==> src/rtl/sbox_tower_pkg.sv <==
`timescale 1ns/1ps
package sbox_tower_pkg;
  localparam int unsigned BYTE_W = 8;
  localparam int unsigned NIB_W  = BYTE_W / 2;
  localparam int unsigned PAIR_W = NIB_W / 2;
  localparam int unsigned STAGES = 5;

  typedef logic [PAIR_W-1:0]        gf4_t;
  typedef logic [NIB_W-1:0]         gf16_t;
  typedef logic [BYTE_W-1:0]        gf256_t;
  typedef logic [BYTE_W*BYTE_W-1:0] bmat_t;

  // GF(4), normal basis {W^2, W}: bit 1 is the W^2 coefficient, bit 0 the W coefficient.
  localparam gf4_t G4_T    = 2'b01;  // middle-level trace T = W
  localparam gf4_t G4_TINV = 2'b10;  // 1/T = W^2 (N = 1, so N/T = W^2)
  localparam gf4_t G4_TSQ  = 2'b10;  // T^2 = W^2
  localparam gf16_t  G16_ONE  = {G4_TINV, G4_TINV};
  localparam gf256_t G256_ONE = {G16_ONE, G16_ONE};

  function automatic gf4_t gf4_mul(gf4_t a, gf4_t b);
    logic e;
    e = (a[1] ^ a[0]) & (b[1] ^ b[0]);
    return {(a[1] & b[1]) ^ e, (a[0] & b[0]) ^ e};
  endfunction

  function automatic gf4_t gf4_sq(gf4_t a);
    return {a[0], a[1]};
  endfunction

  // GF(16) over GF(4), normal basis {Z^4, Z}, z^2 + T z + 1.
  function automatic gf16_t gf16_mul(gf16_t a, gf16_t b);
    gf4_t ah, al, bh, bl, e;
    ah = a[NIB_W-1:PAIR_W]; al = a[PAIR_W-1:0];
    bh = b[NIB_W-1:PAIR_W]; bl = b[PAIR_W-1:0];
    e  = gf4_mul(gf4_mul(ah ^ al, bh ^ bl), G4_TINV);
    return {gf4_mul(gf4_mul(ah, bh), G4_T) ^ e, gf4_mul(gf4_mul(al, bl), G4_T) ^ e};
  endfunction

  function automatic gf16_t gf16_inv(gf16_t a);
    gf4_t ah, al, nrm, ni;
    ah  = a[NIB_W-1:PAIR_W]; al = a[PAIR_W-1:0];
    nrm = gf4_mul(gf4_mul(ah, al), G4_TSQ) ^ gf4_sq(ah ^ al);
    ni  = gf4_sq(nrm);
    return {gf4_mul(al, ni), gf4_mul(ah, ni)};
  endfunction

  // GF(256) over GF(16), normal basis {Y^16, Y}, y^2 + y + nu.
  function automatic gf256_t gf256_mul(gf256_t a, gf256_t b, gf16_t nu);
    gf16_t ah, al, bh, bl, e;
    ah = a[BYTE_W-1:NIB_W]; al = a[NIB_W-1:0];
    bh = b[BYTE_W-1:NIB_W]; bl = b[NIB_W-1:0];
    e  = gf16_mul(gf16_mul(ah ^ al, bh ^ bl), nu);
    return {gf16_mul(ah, bh) ^ e, gf16_mul(al, bl) ^ e};
  endfunction

  // Smallest nu that leaves y^2 + y + nu without a root in GF(16).
  function automatic gf16_t find_nu();
    gf16_t r;
    logic  hit;
    r = '0;
    for (int v = 15; v >= 1; v--) begin
      hit = 1'b0;
      for (int z = 0; z < 16; z++)
        if ((gf16_mul(4'(z), 4'(z)) ^ 4'(z) ^ 4'(v)) == '0) hit = 1'b1;
      if (!hit) r = 4'(v);
    end
    return r;
  endfunction

  // A tower element that is a root of x^8 + x^4 + x^3 + x + 1.
  function automatic gf256_t find_root(gf16_t nu);
    gf256_t r, b, p2, p3, p4, p8;
    r = '0;
    for (int c = 255; c >= 1; c--) begin
      b  = 8'(c);
      p2 = gf256_mul(b, b, nu);
      p3 = gf256_mul(p2, b, nu);
      p4 = gf256_mul(p2, p2, nu);
      p8 = gf256_mul(p4, p4, nu);
      if ((p8 ^ p4 ^ p3 ^ b ^ G256_ONE) == '0) r = b;
    end
    return r;
  endfunction

  // Column j of a matrix sits at bits [8j+7:8j].
  function automatic gf256_t lin_apply(bmat_t m, gf256_t v);
    gf256_t r;
    r = '0;
    for (int j = 0; j < BYTE_W; j++)
      if (v[j]) r = r ^ m[BYTE_W*j +: BYTE_W];
    return r;
  endfunction

  function automatic bmat_t build_iso(gf256_t root, gf16_t nu);
    bmat_t  m;
    gf256_t pw;
    pw = G256_ONE;
    for (int j = 0; j < BYTE_W; j++) begin
      m[BYTE_W*j +: BYTE_W] = pw;
      pw = gf256_mul(pw, root, nu);
    end
    return m;
  endfunction

  function automatic gf256_t affine_lin(gf256_t b);
    gf256_t s;
    for (int i = 0; i < BYTE_W; i++)
      s[i] = b[i] ^ b[(i+4)%8] ^ b[(i+5)%8] ^ b[(i+6)%8] ^ b[(i+7)%8];
    return s;
  endfunction

  // Inverse of the basis change, with the linear part of the affine map folded in.
  function automatic bmat_t build_out(bmat_t iso);
    bmat_t m;
    m = '0;
    for (int j = 0; j < BYTE_W; j++)
      for (int a = 0; a < 256; a++)
        if (lin_apply(iso, 8'(a)) == (8'(1) << j))
          m[BYTE_W*j +: BYTE_W] = affine_lin(8'(a));
    return m;
  endfunction

  localparam gf16_t  NU       = find_nu();
  localparam gf256_t ROOT     = find_root(NU);
  localparam bmat_t  ISO_M    = build_iso(ROOT, NU);
  localparam bmat_t  OUT_M    = build_out(ISO_M);
  localparam gf256_t AFF_CONST = 8'h63;
endpackage

==> src/rtl/sbox_lin_map.sv <==
`timescale 1ns/1ps
module sbox_lin_map
  import sbox_tower_pkg::*;
#(
  parameter bmat_t  MAT = '0,
  parameter gf256_t OFS = '0
) (
  input  gf256_t x,
  output gf256_t y
);
  assign y = lin_apply(MAT, x) ^ OFS;
endmodule

==> src/rtl/sbox_gf16_mul.sv <==
`timescale 1ns/1ps
module sbox_gf16_mul
  import sbox_tower_pkg::*;
(
  input  gf16_t a,
  input  gf16_t b,
  output gf16_t y
);
  assign y = gf16_mul(a, b);
endmodule

==> src/rtl/sbox_norm_unit.sv <==
`timescale 1ns/1ps
module sbox_norm_unit
  import sbox_tower_pkg::*;
(
  input  gf16_t hi,
  input  gf16_t lo,
  output gf16_t nrm
);
  gf16_t sum, sq_sc, prod;
  assign sum   = hi ^ lo;
  assign sq_sc = gf16_mul(gf16_mul(sum, sum), NU);
  sbox_gf16_mul u_prod (.a(hi), .b(lo), .y(prod));
  assign nrm   = prod ^ sq_sc;
endmodule

==> src/rtl/sbox_vld_pipe.sv <==
`timescale 1ns/1ps
module sbox_vld_pipe #(
  parameter int unsigned DEPTH = 5
) (
  input  logic clk,
  input  logic rst,
  input  logic adv,
  input  logic d,
  output logic q
);
  logic [DEPTH-1:0] sr;
  always_ff @(posedge clk) begin
    if (rst)      sr <= '0;
    else if (adv) sr <= {sr[DEPTH-2:0], d};
  end
  assign q = sr[DEPTH-1];
endmodule

==> src/rtl/sbox_nb_pipe.sv <==
`timescale 1ns/1ps
module sbox_nb_pipe
  import sbox_tower_pkg::*;
(
  input  logic       clk,
  input  logic       rst,
  input  logic       in_vld,
  output logic       in_rdy,
  input  logic [7:0] in_data,
  output logic       out_vld,
  input  logic       out_rdy,
  output logic [7:0] out_data
);
  logic adv;
  assign adv    = !out_vld || out_rdy;
  assign in_rdy = adv;

  sbox_vld_pipe #(.DEPTH(STAGES)) u_vld (
    .clk(clk), .rst(rst), .adv(adv), .d(in_vld), .q(out_vld)
  );

  // Stage 1: change of basis
  gf256_t iso_w, s1_t;
  sbox_lin_map #(.MAT(ISO_M), .OFS('0)) u_iso (.x(in_data), .y(iso_w));

  // Stage 2: half sum, square-scale, half product, norm
  gf16_t nrm_w, s2_hi, s2_lo, s2_nrm;
  sbox_norm_unit u_norm (.hi(s1_t[BYTE_W-1:NIB_W]), .lo(s1_t[NIB_W-1:0]), .nrm(nrm_w));

  // Stage 3: invert the norm
  gf16_t s3_hi, s3_lo, s3_ninv;

  // Stage 4: two output-half products
  gf16_t new_hi, new_lo;
  gf256_t s4_inv;
  sbox_gf16_mul u_mul_hi (.a(s3_lo), .b(s3_ninv), .y(new_hi));
  sbox_gf16_mul u_mul_lo (.a(s3_hi), .b(s3_ninv), .y(new_lo));

  // Stage 5: back to standard basis plus affine transform
  gf256_t out_w, s5_out;
  sbox_lin_map #(.MAT(OUT_M), .OFS(AFF_CONST)) u_out (.x(s4_inv), .y(out_w));

  always_ff @(posedge clk) begin
    if (rst) begin
      s1_t    <= '0;
      s2_hi   <= '0;
      s2_lo   <= '0;
      s2_nrm  <= '0;
      s3_hi   <= '0;
      s3_lo   <= '0;
      s3_ninv <= '0;
      s4_inv  <= '0;
      s5_out  <= '0;
    end else if (adv) begin
      s1_t    <= iso_w;
      s2_hi   <= s1_t[BYTE_W-1:NIB_W];
      s2_lo   <= s1_t[NIB_W-1:0];
      s2_nrm  <= nrm_w;
      s3_hi   <= s2_hi;
      s3_lo   <= s2_lo;
      s3_ninv <= gf16_inv(s2_nrm);
      s4_inv  <= {new_hi, new_lo};
      s5_out  <= out_w;
    end
  end

  assign out_data = s5_out;
endmodule

==> config.mk <==
export PLATFORM = sky130hd
export DESIGN_NAME = sbox_nb_pipe
export DESIGN_NICKNAME = d
export VERILOG_FILES = /design/src/rtl/sbox_tower_pkg.sv /design/src/rtl/sbox_lin_map.sv /design/src/rtl/sbox_gf16_mul.sv /design/src/rtl/sbox_norm_unit.sv /design/src/rtl/sbox_vld_pipe.sv /design/src/rtl/sbox_nb_pipe.sv
export SDC_FILE = /design/constraint.sdc
export NUM_CORES = 1
export LEC_CHECK = 0
export BUFFER_PORTS_ARGS = -buffer_cell sky130_fd_sc_hd__buf_2
export CORE_MARGIN = 5
export CORE_UTILIZATION = 54
export CTS_CLUSTER_SIZE = 12
export DETAILED_ROUTE_END_ITERATION = 6
export GPL_ROUTABILITY_DRIVEN = 0
export GPL_TIMING_DRIVEN = 0
export PLACE_DENSITY = 0.84
export SKIP_LAST_GASP = 1
export SLEW_MARGIN = 5
export SYNTH_ARGS = -nofsm -noshare
export SYNTH_HDL_FRONTEND = slang
export SYNTH_SLANG_ARGS = --single-unit
==> constraint.sdc <==
create_clock -name clk -period 1.5 [get_ports clk]
set_input_delay 0.15 -clock clk [delete_from_list [all_inputs] [get_ports clk]]
set_output_delay 0.15 -clock clk [all_outputs]
set_load 0.01 [all_outputs]
After elaboration in Yosys (flattened, before gate mapping)
Cells that the tools add are included.
{ "classes": {"n_mux": 16, "n_bitwise": 156, "n_reduce_logical": 2} }
{ "ops": {"columns": ["operator", "n"], "rows": [
  ["$xor A1 B1 Y1", 85],
  ["$mux W8", 8],
  ["$and A1 B1 Y1", 36],
  ["$xor A2 B2 Y2", 18],
  ["$mux W7", 4],
  ["$not A4 Y4", 6],
  ["$mux W5", 4],
  ["$not A3 Y3", 6],
  ["$xor A4 B4 Y4", 2],
  ["$not A7 Y7", 1],
  ["$not A6 Y6", 1],
  ["$not A5 Y5", 1],
  ["$logic_not A1 Y1", 1],
  ["$logic_or A1 B1 Y1", 1]
]} }
{ "word_totals": {"register_bits": 53, "in_bits": 12, "output_inout_bits": 10} }

Logic depth before layout (Yosys ltp)
{ "depth": {"depth_word": 16, "depth_mapped": 6, "mapped_depth_nobuf": 6} }

By module
Synthesis repeated with hierarchy kept, for this count alone.
{ "unflattened": {"hier_cells": 379, "hier_area_um2": 3165.5} }
{ "by_module_without_submodules": {"columns": ["mod", "instances", "cells_each", "area_each_um2", "seq_area_each_um2"], "rows": [
  ["sbox_nb_pipe", 1, 236, 1869.3, 960.9],
  ["sbox_gf16_mul", 3, 29, 215.2, 0.0],
  ["sbox_vld_pipe", 1, 16, 180.2, 100.1],
  ["sbox_lin_map (u_out)", 1, 15, 175.2, 0.0],
  ["sbox_lin_map (u_iso)", 1, 15, 160.2, 0.0],
  ["sbox_norm_unit", 1, 10, 135.1, 0.0]
]} }

Worst setup path before layout
Ideal clock, no wire load.
{ "synth_timing": {"path_kind": "register to register", "from": "register s2_nrm[0]", "to": "register s3_ninv[0]", "setup_time_ps": 91, "t_arrival_ps": 1519, "required_ps": 1409, "path_slack_ps": -110, "path_stages_with_launch": 6, "n_path_buf": 0, "period_less_slack_ps": 1610, "path_cell_list": "dfxtp_1 > ha_1 > xor2_1 > xor2_1 > nand3_1 > a311oi_1"} }
{ "synth_between": {"elab_chain_len": 9} }
{ "synth_rtl": {"columns": ["element", "line_no", "text"], "rows": [
  ["start, declared", "sbox_nb_pipe.sv:27", "gf16_t nrm_w, s2_hi, s2_lo, s2_nrm;"],
  ["start signal, assigned", "sbox_nb_pipe.sv:58", "s2_nrm <= nrm_w;"],
  ["$xor A1 B1 Y1", "sbox_tower_pkg.sv:22", "e = (a[1] ^ a[0]) & (b[1] ^ b[0]);"],
  ["$and A1 B1 Y1", "sbox_tower_pkg.sv:22", null],
  ["$xor A1 B1 Y1", "sbox_tower_pkg.sv:23", "return {(a[1] & b[1]) ^ e, (a[0] & b[0]) ^ e};"],
  ["$xor A1 B1 Y1", "sbox_tower_pkg.sv:22", null],
  ["$xor A1 B1 Y1", "sbox_tower_pkg.sv:23", null],
  ["$xor A2 B2 Y2 (*)", "sbox_tower_pkg.sv:42", "nrm = gf4_mul(gf4_mul(ah, al), G4_TSQ) ^ gf4_sq(ah ^ al);"],
  ["$xor A1 B1 Y1", "sbox_tower_pkg.sv:22", null],
  ["$and A1 B1 Y1", "sbox_tower_pkg.sv:22", null],
  ["$xor A1 B1 Y1 (*)", "sbox_tower_pkg.sv:23", null],
  ["end signal, assigned", "sbox_nb_pipe.sv:61", "s3_ninv <= gf16_inv(s2_nrm);"],
  ["end, declared", "sbox_nb_pipe.sv:31", "gf16_t s3_hi, s3_lo, s3_ninv;"]
]} }
Every way passes the cells marked *; elsewhere a longest branch is shown, timed or not.
A chain may end at the register's enable or synchronous reset.

Worst setup path after layout
{ "layout_timing": {"from": "register s2_nrm[2]", "to": "register s3_ninv[0]"} }
{ "layout_between": {"elab_chain_len": 9} }
{ "layout_rtl": {"columns": ["element", "line_no"], "rows": [
  ["$xor A1 B1 Y1", "sbox_tower_pkg.sv:22"],
  ["$and A1 B1 Y1", "sbox_tower_pkg.sv:22"],
  ["$xor A1 B1 Y1", "sbox_tower_pkg.sv:23"],
  ["$xor A1 B1 Y1", "sbox_tower_pkg.sv:22"],
  ["$xor A1 B1 Y1", "sbox_tower_pkg.sv:23"],
  ["$xor A2 B2 Y2", "sbox_tower_pkg.sv:42"],
  ["$xor A1 B1 Y1", "sbox_tower_pkg.sv:22"],
  ["$and A1 B1 Y1", "sbox_tower_pkg.sv:22"],
  ["$xor A1 B1 Y1 (*)", "sbox_tower_pkg.sv:23"]
]} }
Marked as above.

==> flow_summary.toml <==
[synth]
synth_area_leaders = "dfxtp_1 (35%), xnor2_1 (15%), nand2_1 (8.0%)"
syn_area_um2 = 3050
ys_ff_latch = 53
syn_area_per_cell_um2 = 8.42
mappedNetlistNets = 380
synth_top_area_share_pct = 34.8
seq_area_frac_synth_pct = 34.8
ys_warn_count = 0
synth_top_cell_by_area = "dfxtp_1"
synth_cells = 362
netlist-cell-type-count = 38

[power]
cell_internal_pwr_mw = 3.33
pwr-share-comb_pct = 49.5
pwr-share-clk_pct = 14.9
peakVddDrop_v = 0.000729
p_leak_nw = 1.48
p_sw_share_pct = 37.8
power_density_nw_per_um2 = 1350
power_frac_seq_pct = 35.6
switching_power_mw = 2.03

[grt]
grt_first_pass_wirelength_mm = 11.9
first_global_vias = 2543
grt_start_max_net_pins = 17
overflow = 0
antenna_found_initial = 0
grtUsageTotal_pct = 19.8

[finish]
area_growth_syn_to_layout_pct = 30.7
final_cell_mix = "nand2_1 (63), xnor2_1 (37), dfxtp_1 (31)"
final_area_um2 = 3980
antenna_cells = 0
layout-drive-gt1-share_pct = 33.3
final_common_cell = "nand2_1"
instances_no_fill = 474
nets = 419

[drt]
wl_met3_um = 251
drt_wl_total_mm = 7.14
wirelength_met1_mm = 2.97
top_layer = "met4"
via_count = 2602
wl_met2_mm = 3.87
drtAntennaViolNets = 0
viasPerCell = 5.49
first_pass_iters = 5
wl_per_cell_um = 15.1
drt_iter0_markers = 139
remaining_drc_errors = 0

[floorplan]
die-area_um2 = 7250
die_x_um = 85.1
io_pins = 22
num_rows = 27
die_h_um = 85.1
fp.coreArea_um2 = 5510
start_util_pct = 55.4

[worst_hold_path]
holdPathStages = 3
hold_class = "in2reg"
worstHoldEndpoint = "u_vld.sr[0]"
min_from = "in_vld"

[setup_path]
required_ns = 1.70
r2r_end = "s3_ninv[0]"
r2r_start = "s2_nrm[2]"
worstPathArrival_ns = 1.86
endpoint_kind = "register"
critPathLaunchType = "register"
cp_max_fo = 6
criticalPathCategory = "reg2reg"
reg2regPathDepth = 5
rrSetupSlack_ns = -0.15

[sta]
setup_viol = 13
fin_crit_ns = 1.65
timing.final.crit_share_pct = 110
finalMaxSlewViolations = 0
fin_worst_skew_ns = 0.00899
rsz0062_at_grt = "true"
tightest_slew_ns = 0.554
finalHoldViolations = 0
setup_slack_ns = -0.155
slew_headroom_pct = 63.1
fmax_mhz = 604

[run_status]
violations = "negative setup slack"
outcome = "finished with violations"

[cts]
clk_pin_slew_worst_paths_ns = 0.09
htree_levels = 2
tritoncts.num_buffers = 5
root_buffer = "clkbuf_8"
clk_latency_ns = 0.30
clock-sinks = 53
clock_tree.buffer_depth = 2
cts_tree = "built"

[placed_design]
dp_hpwl_mm = 4.81
dpl_cell_area_um2 = 3350
port_buffers = 20
post-place-cells = 454

[flow_run]
drv_cap = 0
[per-stage QoR]
| step | setup TNS [ns] | setup slack, ns | power, mW | utilization (%) | hold WS (ns) |
|---|---|---|---|---|---|
| floorplan | 0 | 0.00228 | 3.53 | - | 0.290 |
| global placement | -5.59 | -0.222 | 3.83 | 60.9 | 0.400 |
| detailed placement | -7.57 | -0.281 | 3.91 | 60.9 | 0.423 |
| CTS | -0.945 | -0.117 | 5.12 | 67.8 | 0.100 |
| global route | -2.46 | -0.259 | 5.69 | 72.3 | 0.101 |
| finish | -1.18 | -0.155 | 5.36 | 72.3 | 0.0977 |
[synthesized netlist by cell type]
cell	number
nand2_1	65
dfxtp_1	53
xnor2_1	53
nor2_1	31
a21oi_1	28
xor2_1	25
a211oi_1	16
clkbuf_1	12
nand3_1	8
nand2b_1	7
ha_1	6
nor2b_1	6
buf_1	5
a221oi_1	4
a311oi_1	4
mux2i_1	4
and2_1	3
a211oi_2	2
a221oi_2	2
a22oi_1	2
a32oi_1	2
buf_2	2
buf_4	2
mux2_2	2
nand3b_1	2
nor4_1	2
o21ai_0	2
o31ai_1	2
a22o_1	1
buf_6	1
inv_1	1
inv_2	1
o21bai_1	1
o22ai_1	1
or2_1	1
xnor2_2	1
xnor2_4	1
xor2_2	1
[area by class of cell]
cell class	instances	area, um^2
multi-input combinational	285	2360
fill	408	1520
sequential	53	1110
timing repair buffer	34	210
buffer	20	114
tap	72	90.1
clock buffer	6	72.6
clock inverter	2	15.0
inverter	2	7.51
[power by group through the flow]
stage	Combinational [mW]	Clock, mW	Sequential [mW]
4_1_cts	2.45	0.793	1.88
3_5_place_dp	2.06	0	1.86
3_3_place_gp	1.98	0	1.84
2_1_floorplan	1.71	0	1.83
5_1_grt	2.87	0.881	1.94
6_report	2.66	0.798	1.91
[state kept, by name, summed over array words and instances (netlist names)]
name      count
out_data      8
s1_t          8
s4_inv        8
u_vld.sr      5
s2_hi         4
s2_lo         4
s2_nrm        4
s3_hi         4
s3_lo         4
s3_ninv       4
[worst max-delay path: stages (launching register included)]
cell and delay [ns]:
dfxtp_2 0.42, ha_4 0.24, xor2_4 0.17, xnor2_2 0.31, nand3_1 0.13, a311oi_1 0.30
[routing by layer]
layer / up-vias / GRT usage [%]
met5: - / 0
met4: 0 / 4.03
met3: 6 / 3.79
met2: 51 / 35.4
met1: 1256 / 24.8
li1: 1289 / -
[worst max path at each step]
stage | from | to | slack (ns) | cells past startpoint
2_1_floorplan | s3_ninv[2] | s4_inv[7] | 0.002 | 6
3_3_place_gp | s3_ninv[2] | s4_inv[4] | -0.22 | 6
3_5_place_dp | s3_ninv[2] | s4_inv[4] | -0.28 | 6
4_1_cts | s1_t[0] | s2_nrm[3] | -0.12 | 6
5_1_grt | s2_nrm[2] | s3_ninv[3] | -0.26 | 5
6_report | s2_nrm[2] | s3_ninv[0] | -0.15 | 5
[logic make-up (layout without fill, tap and decap cells)]
kind of cell	after synthesis	after routing	synth area share, %
AOI/OAI and AO/OA	67	67	15.3
xor gates and xnor gates	81	81	24.4
adders and majority gates	6	6	2.46
buffers and inverters	24	64	3.53
DFF	53	53	34.8
muxes	6	6	2.05
and+or+nand+nor	125	125	17.5
[timing repair]
action | CTS | global route
buffers inserted | 6 | 7
endpoints found under the setup margin | 46 | 39
pin swaps | 24 | 18
hold endpoints to repair | 0 | 0
gates cloned | 0 | 1
gates resized for setup | 58 | 39
hold buffers | 0 | 0
No activity file was read; power rests on OpenSTA's default activity.
